`config.mk`:
```
export PLATFORM = sky130hd
export DESIGN_NAME = rx_ring_ctrl
export DESIGN_NICKNAME = d
export VERILOG_FILES = /design/src/rtl/rxr_pkg.sv /design/src/rtl/rxr_ring.sv /design/src/rtl/rxr_gate.sv /design/src/rtl/rxr_fill.sv /design/src/rtl/rx_ring_ctrl.sv
export SDC_FILE = /design/constraint.sdc
export NUM_CORES = 1
export LEC_CHECK = 0
export BUFFER_PORTS_ARGS = -buffer_cell sky130_fd_sc_hd__buf_2
export CORE_ASPECT_RATIO = 1.5
export CORE_MARGIN = 2
export CORE_UTILIZATION = 45
export DETAILED_ROUTE_END_ITERATION = 6
export GPL_ROUTABILITY_DRIVEN = 0
export PLACE_DENSITY_LB_ADDON = 0.05
export SLEW_MARGIN = 40
export SYNTH_ARGS = -nofsm -noshare
export SYNTH_HDL_FRONTEND = slang
export SYNTH_HIERARCHICAL = 1
export SYNTH_SLANG_ARGS = --single-unit
```
`constraint.sdc`:
```
create_clock -name clk -period 11.2 [get_ports clk]
set_input_delay 1.68 -clock clk [delete_from_list [all_inputs] [get_ports clk]]
set_output_delay 1.68 -clock clk [all_outputs]
set_load 0.01 [all_outputs]
```
`src/rtl/rxr_pkg.sv`:
```
`timescale 1ns/1ps
package rxr_pkg;
    localparam int CFG_W    = 32;
    localparam int IDLE_BIT = 24;

    typedef enum logic [1:0] {
        MODE_STOP = 2'b00,
        MODE_EOF  = 2'b01,
        MODE_RUN  = 2'b10,
        MODE_HALT = 2'b11
    } rxr_mode_e;

    localparam logic [1:0] IRQ_TO_HOST = 2'b01;

    // Fields kept from a config write; reserved bits are dropped.
    typedef struct packed {
        rxr_mode_e  mode;
        logic [3:0] ring_log;
        logic [1:0] buf_sz;
        logic [1:0] irq_dst;
        logic [7:0] tmo;
    } rxr_cfg_t;

    function automatic rxr_cfg_t rxr_decode(input logic [CFG_W-1:0] w);
        rxr_cfg_t c;
        c.mode     = rxr_mode_e'(w[31:30]);
        c.ring_log = w[23:20];
        c.buf_sz   = w[17:16];
        c.irq_dst  = w[13:12];
        c.tmo      = w[11:4];
        return c;
    endfunction
endpackage

```
`src/rtl/rxr_ring.sv`:
```
`timescale 1ns/1ps
module rxr_ring #(
    parameter int IDX_W   = 12,
    parameter int MIN_LOG = 5
) (
    input  logic             clk,
    input  logic             rst_n,
    input  logic [3:0]       ring_log,
    input  logic             widx_wr,
    input  logic [IDX_W-1:0] widx_wdata,
    input  logic             close,
    output logic [IDX_W-1:0] rd_idx,
    output logic [IDX_W-1:0] last_idx,
    output logic             free_now,
    output logic             free_next
);
    localparam int MAX_LOG  = IDX_W;
    localparam int STEP_LOG = 3;

    typedef struct packed {
        logic [IDX_W-1:0] widx;
        logic [IDX_W-1:0] rd;
        logic [IDX_W-1:0] last;
    } ring_st_t;

    ring_st_t         st_d, st_q;
    int               eff_log;
    logic [IDX_W-1:0] idx_mask;
    logic [IDX_W-1:0] rd_nxt;

    always_comb begin
        eff_log = int'(ring_log);
        if (eff_log < MIN_LOG) eff_log = MIN_LOG;
        if (eff_log > MAX_LOG) eff_log = MAX_LOG;
        idx_mask  = IDX_W'((64'd1 << eff_log) - 64'd1);
        rd_nxt    = (st_q.rd + 1'b1) & idx_mask;
        free_now  = ((st_q.rd ^ st_q.widx) & idx_mask) != '0;
        free_next = ((rd_nxt ^ st_q.widx) & idx_mask) != '0;

        st_d = st_q;
        if (close) begin
            st_d.last = st_q.rd & idx_mask;
            st_d.rd   = rd_nxt;
        end
        if (widx_wr && widx_wdata[STEP_LOG-1:0] == '0)
            st_d.widx = widx_wdata & idx_mask;
    end

    always_ff @(posedge clk or negedge rst_n) begin
        if (!rst_n) st_q <= '0;
        else        st_q <= st_d;
    end

    assign rd_idx   = st_q.rd & idx_mask;
    assign last_idx = st_q.last;
endmodule

```
`src/rtl/rxr_gate.sv`:
```
`timescale 1ns/1ps
module rxr_gate
    import rxr_pkg::*;
#(
    parameter int OVF_W = 8
) (
    input  logic             clk,
    input  logic             rst_n,
    input  rxr_mode_e        mode,
    input  logic             frm_valid,
    input  logic             frm_sof,
    input  logic             frm_eof,
    input  logic             free_now,
    input  logic             free_next,
    input  logic             close,
    output logic             acc,
    output logic             in_frame,
    output logic [OVF_W-1:0] ovf_cnt
);
    typedef struct packed {
        logic             in_frame;
        logic             drop;
        logic [OVF_W-1:0] ovf;
    } gate_st_t;

    gate_st_t st_d, st_q;
    logic     ovf_inc;
    logic     open_mode;

    // Acceptance depends only on registered state and inputs.
    always_comb begin
        open_mode = (mode == MODE_RUN) || (mode == MODE_EOF);
        acc = 1'b0;
        if (open_mode && frm_valid) begin
            if (frm_sof) acc = (mode == MODE_RUN) && free_now;
            else         acc = st_q.in_frame;
        end
    end

    always_comb begin
        st_d    = st_q;
        ovf_inc = 1'b0;
        if (!open_mode) begin
            st_d.in_frame = 1'b0;
            st_d.drop     = 1'b0;
        end else if (frm_valid && frm_sof) begin
            st_d.in_frame = acc && !frm_eof;
            st_d.drop     = !acc && !frm_eof;
            if (mode == MODE_RUN && !free_now) ovf_inc = 1'b1;
        end else if (frm_valid && frm_eof) begin
            st_d.in_frame = 1'b0;
            st_d.drop     = 1'b0;
        end
        if (close && st_d.in_frame && !free_next) begin
            st_d.in_frame = 1'b0;
            st_d.drop     = 1'b1;
            ovf_inc       = 1'b1;
        end
        if (ovf_inc && st_q.ovf != '1) st_d.ovf = st_q.ovf + 1'b1;
    end

    always_ff @(posedge clk or negedge rst_n) begin
        if (!rst_n) st_q <= '0;
        else        st_q <= st_d;
    end

    assign in_frame = st_q.in_frame;
    assign ovf_cnt  = st_q.ovf;
endmodule

```
`src/rtl/rxr_fill.sv`:
```
`timescale 1ns/1ps
module rxr_fill
    import rxr_pkg::*;
#(
    parameter int BCNT_W   = 11,
    parameter int FILL_W   = 15,
    parameter int BUF_UNIT = 4096
) (
    input  logic              clk,
    input  logic              rst_n,
    input  logic              acc,
    input  logic [BCNT_W-1:0] bytes,
    input  logic [1:0]        buf_sz,
    input  logic [7:0]        tmo,
    input  logic              tick,
    input  logic [1:0]        irq_dst,
    output logic              close,
    output logic              irq
);
    localparam int SUM_W = FILL_W + 1;

    typedef struct packed {
        logic [FILL_W-1:0] fill;
        logic [7:0]        tcnt;
        logic              irq;
    } fill_st_t;

    fill_st_t          st_d, st_q;
    logic [SUM_W-1:0]  sum;
    logic [SUM_W-1:0]  cap;
    logic [8:0]        tcnt_inc;

    always_comb begin
        cap      = SUM_W'((int'(buf_sz) + 1) * BUF_UNIT);
        sum      = {1'b0, st_q.fill} + SUM_W'(bytes);
        tcnt_inc = {1'b0, st_q.tcnt} + 9'd1;
        close    = 1'b0;
        st_d     = st_q;
        if (acc) begin
            st_d.tcnt = '0;
            if (sum >= cap) begin
                close     = 1'b1;
                st_d.fill = '0;
            end else begin
                st_d.fill = sum[FILL_W-1:0];
            end
        end else if (tick && st_q.fill != '0 && tmo != '0) begin
            if (tcnt_inc == {1'b0, tmo}) begin
                close     = 1'b1;
                st_d.fill = '0;
                st_d.tcnt = '0;
            end else begin
                st_d.tcnt = tcnt_inc[7:0];
            end
        end
        st_d.irq = close && (irq_dst == IRQ_TO_HOST);
    end

    always_ff @(posedge clk or negedge rst_n) begin
        if (!rst_n) st_q <= '0;
        else        st_q <= st_d;
    end

    assign irq = st_q.irq;
endmodule

```
`src/rtl/rx_ring_ctrl.sv`:
```
`timescale 1ns/1ps
module rx_ring_ctrl
    import rxr_pkg::*;
#(
    parameter int IDX_W    = 12,
    parameter int MIN_LOG  = 5,
    parameter int BCNT_W   = 11,
    parameter int FILL_W   = 15,
    parameter int BUF_UNIT = 4096,
    parameter int OVF_W    = 8
) (
    input  logic              clk,
    input  logic              rst_n,
    input  logic              cfg_wr,
    input  logic [31:0]       cfg_wdata,
    input  logic              widx_wr,
    input  logic [IDX_W-1:0]  widx_wdata,
    input  logic              frm_valid,
    input  logic              frm_sof,
    input  logic              frm_eof,
    input  logic [BCNT_W-1:0] frm_bytes,
    input  logic              tick_32us,
    output logic [IDX_W-1:0]  last_idx,
    output logic              host_irq,
    output logic              chan_idle,
    output logic [31:0]       status_word,
    output logic [OVF_W-1:0]  ovf_cnt
);
    rxr_cfg_t         cfg_d, cfg_q;
    logic             beat_acc;
    logic             buf_close;
    logic             free_now;
    logic             free_next;
    logic             in_frame;
    logic [IDX_W-1:0] rd_idx;

    always_comb begin
        cfg_d = cfg_q;
        if (cfg_wr) cfg_d = rxr_decode(cfg_wdata);
    end

    always_ff @(posedge clk or negedge rst_n) begin
        if (!rst_n) cfg_q <= '0;
        else        cfg_q <= cfg_d;
    end

    rxr_ring #(.IDX_W(IDX_W), .MIN_LOG(MIN_LOG)) u_ring (
        .clk        (clk),
        .rst_n      (rst_n),
        .ring_log   (cfg_q.ring_log),
        .widx_wr    (widx_wr),
        .widx_wdata (widx_wdata),
        .close      (buf_close),
        .rd_idx     (rd_idx),
        .last_idx   (last_idx),
        .free_now   (free_now),
        .free_next  (free_next)
    );

    rxr_gate #(.OVF_W(OVF_W)) u_gate (
        .clk       (clk),
        .rst_n     (rst_n),
        .mode      (cfg_q.mode),
        .frm_valid (frm_valid),
        .frm_sof   (frm_sof),
        .frm_eof   (frm_eof),
        .free_now  (free_now),
        .free_next (free_next),
        .close     (buf_close),
        .acc       (beat_acc),
        .in_frame  (in_frame),
        .ovf_cnt   (ovf_cnt)
    );

    rxr_fill #(.BCNT_W(BCNT_W), .FILL_W(FILL_W), .BUF_UNIT(BUF_UNIT)) u_fill (
        .clk     (clk),
        .rst_n   (rst_n),
        .acc     (beat_acc),
        .bytes   (frm_bytes),
        .buf_sz  (cfg_q.buf_sz),
        .tmo     (cfg_q.tmo),
        .tick    (tick_32us),
        .irq_dst (cfg_q.irq_dst),
        .close   (buf_close),
        .irq     (host_irq)
    );

    always_comb begin
        chan_idle = (cfg_q.mode != MODE_RUN) &&
                    !((cfg_q.mode == MODE_EOF) && in_frame);
        status_word = '0;
        status_word[IDLE_BIT]    = chan_idle;
        status_word[IDX_W-1:0]   = last_idx;
    end
endmodule

```
* Word level (Yosys, flattened, before mapping)
Index checks and enable logic that the tools add are counted.
Word-level totals: word-level logic and storage cells 87, flip-flop bits (word level) 87
Cells by class: mux-type cells 21, shifts and indexed selects 1, eq/ne operators 6, $add $sub $neg 6, bitwise operators 7, magnitude comparators 3, reductions and logical operators 30
Operators with widths (number):
- AND 12 bit | 5
- two-way mux 23 bit | 2
- two-way mux 32 bit | 1
- left shift 1 x 32 -> 12 bit (first input constant) | 1
- two-way mux 15 bit | 2
- nonzero test 12 bit | 2
- bitwise XOR 12 bit | 2
- adder 15 x 11 -> 16 bit | 1
- greater-or-equal comparator 16 bit | 1
- logical AND 1 bit | 16
- nonzero test 15 bit | 1
- adder 12 x 1 -> 12 bit (second input constant) | 1
- subtractor 12 x 1 -> 12 bit (second input constant) | 1
- two-way mux 1 bit | 10
- adder 8 x 1 -> 9 bit (second input constant) | 1
- == test 9 x 8 -> 1 bit | 1
- adder 8 x 1 -> 8 bit (second input constant) | 1
- two-way mux 2 bit | 4
- two-way mux 8 bit | 1
- != test 8 bit (second input constant) | 1
- nonzero test 8 bit | 1
- logical NOT 1 bit | 5
- == test 2 x 1 -> 1 bit (second input constant) | 2
- > comparator 4 bit (second input constant) | 1
- other kinds (9) | 10

* Longest topological paths before layout
depth after elaboration 19, depth in mapped cells 21, mapped depth without buffers 19

* By module
Netlist, hierarchy kept.
Modules (own cells, without submodules):
- rxr_ring | cells each 235, instances 1, area each 2287.2 µm²
- rxr_fill | cells each 250, instances 1, area each 2185.8 µm²
- rx_ring_ctrl | cells each 73, instances 1, area each 982.2 µm²
- rxr_gate | cells each 53, instances 1, area each 575.6 µm²

* Least setup slack after synthesis
Ideal clock, no wire load.
path type input-to-reg, start input port frm_bytes[0], end register u_gate.st_q, in the netlist u_gate/ovf_cnt[2], library setup time 128 ps, data arrival time 6174 ps, data required time 11072 ps, cell stages on the path 20, slack 4898 ps, path buffers 1, cell sequence ha_1 -> fa_1 -> a211o_1 -> a21o_1 -> nor2b_1 -> o311ai_0 -> xor2_1 -> ha_1 -> nor4bb_1 -> and3_1 -> o2111a_1 -> nand4_1 -> nor4_2 -> nor2b_1 -> buf_6 -> nor2_1 -> nor2b_1 -> nor4b_4 -> o21ai_1 -> mux2_1
On the way: longest elaborated chain between the ends 8
RTL lines:
- start: declaration | line rx_ring_ctrl.sv:21 | input logic [BCNT_W-1:0] frm_bytes,
- adder 15 x 11 -> 16 bit | line rxr_fill.sv:35 | sum = {1'b0, st_q.fill} + SUM_W'(bytes);
- greater-or-equal comparator 16 bit | line rxr_fill.sv:41 | if (sum >= cap) begin
- two-way mux 1 bit | line rxr_fill.sv:41
- two-way mux 1 bit | line rxr_fill.sv:39 | if (acc) begin
- via buf_close | line rx_ring_ctrl.sv:31 | logic buf_close;
- logical AND 1 bit (2 in series) | line rxr_gate.sv:54 | if (close && st_d.in_frame && !free_next) begin
- two-way mux 1 bit | line rxr_gate.sv:54
- logical AND 1 bit | line rxr_gate.sv:59 | if (ovf_inc && st_q.ovf != '1) st_d.ovf = st_q.ovf + 1'b1;
- end signal: assignment | line rxr_gate.sv:64 | else st_q <= st_d;
- end: declaration | line rxr_gate.sv:26 | gate_st_t st_d, st_q;
The timed path passes the listed nets, and every way through them passes these cells. A chain may end at the register's enable or synchronous reset.

* Worst setup path after layout
start input port frm_bytes[0], end register u_gate.st_q, in the netlist u_gate/ovf_cnt[6]
The elaborated chain is that of the path after synthesis.

==> results.tsv <==
stage	metric	value	unit
grt	total gr overflow	0	
die	Die Wd	98.4	µm
sta	Tmin final	6.98	ns
clock_network	CTS Hold Bufs	0	
setup_path	critical path type	in2reg	
layout	ANT cells	0	
layout	# nets final	738	
die	core area	0.0130	mm²
clock_network	Post-CTS Setup Repair Bufs	0	
power_and_ir_drop	Total Power	1.18	mW
layout	most common cell after layout, fill and taps aside	dfrtp_1	
flow_run	max-cap violation count	0	
sta	Slew Viols, Final	0	
detailed_routing	vias	4495	
grt	first-pass GRT wire length	22.7	mm
sta	endpoints failing setup	0	
die	Rows	51	
grt	pin count of the biggest net entering global routing	58	
place	dpl cells	802	
setup_path	arrival time at the worst endpoint	7.20	ns
detailed_routing	DRC violations left	0	
detailed_routing	Vias/cell	5.50	
setup_path	crit path buf inv count	3	
setup_path	cell chain of the critical path	buf_2 > ha_1 > fa_1 > a211o_1 > a21o_1 > nor2b_1 > o311ai_0 > xor2_1 > ha_1 > nor4bb_1 > and3_1 > o2111a_1 > nand4_1 > nor4_2 > nor2b_1 > buf_4 > nor2_2 > buf_4 > nor2b_1 > nor4b_4 > o21ai_1 > mux2_1	
die	die area	0.0143	mm²
power_and_ir_drop	Max VDD drop	0.133	mV
setup_path	delay-heaviest family, CP	simple AND/OR/NAND/NOR gates	
place	port buffer count	83	
clock_network	clock root buffer	clkbuf_16	
layout	layout cells sized above 1	25.3	%
detailed_routing	wire per inst	16.4	µm
grt	vias in the first global route	4607	
sta	RSZ-0062 raised after global routing	no	
grt	GRT Resource Usage Total	19.4	%
power_and_ir_drop	Pleak	3.03	nW
detailed_routing	DR pass1 iterations	4	
synthesis	Synth Area per Inst	9.90	µm²
power_and_ir_drop	logic gate share of total power	37.4	%
place	Final HPWL DP	10.0	mm
setup_path	Crit. End Element	register	
clock_network	Clock Latency Late Sink	0.34	ns
synthesis	Yosys warning count	6	
layout	P&R area growth vs syn	8.40	%
sta	Final Hold Fails	0	
die	Initial Util	46.2	%
power_and_ir_drop	Power Internal	0.739	mW
setup_path	crit path launch type	primary input	
sta	clk_skew	0.00595	ns
power_and_ir_drop	switching power	0.445	mW
die	Die Y-Extent	146	µm
die	I/O Pins	117	
sta	measured slew at the worst slew-check pin	0.739	ns
synthesis	Cell Area, Synth	0.00602	mm²
clock_network	CTS Sinks	87	
setup_path	peak fanout along the critical path	27	
synthesis	Synth Instances	608	
detailed_routing	WL final	13.5	mm
detailed_routing	initial DRC count	97	
grt	initial antenna violation count	0	
clock_network	post-CTS sizing	0	
outcome	status	finished, final reports clean	
clock_network	clk slew on worst S/H paths	0.07	ns
layout	Post-Layout Cell Count	818	
sta	fmax	0.143	GHz
setup_path	most frequent CP cell	nor2b_1	
clock_network	CTS tree	yes	
clock_network	H-Tree Depth	3	
sta	setup TNS	0	ns
power_and_ir_drop	Flop pwr share	36.9	%
sta	headroom to the max-slew limit	50.1	%
clock_network	clock buffer count from CTS	9	
power_and_ir_drop	clock share of power	25.7	%
detailed_routing	Routed Antenna Nets	0	
sta	final period utilization	62.4	%
setup_path	Critical Path RT	11.42	ns
setup_path	CP peak stage delay	0.63	ns
layout	commonest non-fill, non-tap cells in the layout	dfrtp_1, buf_2, nand2_1, nor2_1	
min_path	hold crit path type	reg2reg	
power_and_ir_drop	pwr dens	181	mW/mm²
setup_path	CP max-delay cell	o311ai_0	
power_and_ir_drop	Sw Ratio	37.6	%
clock_network	clk buf depth	2	
path summary, 6_finish.rpt:
path / from / endpoint / slack, ns / cells after the start
min in group asynchronous: rst_n / u_ring/last_idx[2]$_DFFE_PN0P_ / 1.27 / 1
max reg2reg: u_fill/st_q[9]$_DFFE_PN0P_ / u_gate/ovf_cnt[6]$_DFFE_PN0P_ / 5.27 / 21
max in group asynchronous: rst_n / u_fill/st_q[1]$_DFFE_PN0P_ / 8.88 / 2
min reg2reg: cfg_q[9]$_DFFE_PN0P_ / u_fill/irq$_DFF_PN0_ / 0.45 / 1
min: cfg_q[9]$_DFFE_PN0P_ / u_fill/irq$_DFF_PN0_ / 0.45 / 1
max: frm_bytes[0] / u_gate/ovf_cnt[6]$_DFFE_PN0P_ / 4.22 / 22
state kept, by name (all words and copies together), names as in the netlist:
signal           count
u_fill/irq           1
u_gate/ovf_cnt       8
u_ring/last_idx     12
u_ring/st_q         24
u_gate/in_frame      1
u_fill/st_q         23
cfg_q               18
per-layer routing:
metal  vias to the layer above  GRT usage (%)  part of all wire, %
li1                       2223              -                    -
met1                      2169           22.7                   41
met2                        87           34.9                   53
met3                        16           3.31                  3.1
met4                         0           7.40                  2.1
met5                         -              0                    0
worst reg2reg max path, stage by stage (launching register included):
cell,delay [ns]
dfrtp_1,0.40
ha_1,0.22
fa_1,0.41
a211o_1,0.40
a21o_1,0.20
nor2b_1,0.14
o311ai_0,0.63
xor2_1,0.14
ha_1,0.31
nor4bb_1,0.26
and3_1,0.19
o2111a_1,0.17
nand4_1,0.13
nor4_2,0.33
nor2b_1,0.08
buf_4,0.20
nor2_2,0.11
buf_4,0.32
nor2b_1,0.25
nor4b_4,0.45
o21ai_1,0.16
mux2_1,0.33
per-stage QoR:
step | area, µm² | worst slack (ns) | util, % | hold slack (ns)
floorplan | 6090 | 4.90 | - | 0.422
global placement | 6220 | 3.86 | 47.8 | 0.437
detailed placement | 6230 | 3.85 | 47.8 | 0.447
CTS | 6530 | 4.20 | 50.1 | 0.455
global route | 6530 | 3.78 | 50.1 | 0.474
finish | 6530 | 4.22 | 50.1 | 0.450
power groups by stage:
| stage | clock network, mW | registers (mW) | logic (mW) |
|---|---|---|---|
| after floorplan | 0 | 0.408 | 0.396 |
| after global placement | 0 | 0.441 | 0.434 |
| after detailed placement | 0 | 0.443 | 0.440 |
| after CTS | 0.315 | 0.437 | 0.444 |
| after global routing | 0.328 | 0.447 | 0.497 |
| final | 0.304 | 0.437 | 0.443 |
area by class of cell:
| cell class | count | area, µm² |
|---|---|---|
| clock buffer | 9 | 225 |
| clock inverter | 7 | 71.3 |
| sequential | 87 | 2180 |
| tap | 159 | 199 |
| timing repair buffer | 87 | 448 |
| inverter | 23 | 86.3 |
| multi-input combinational | 446 | 3320 |
| fill | 1265 | 6490 |
No activity file was read; power rests on OpenSTA's default activity.
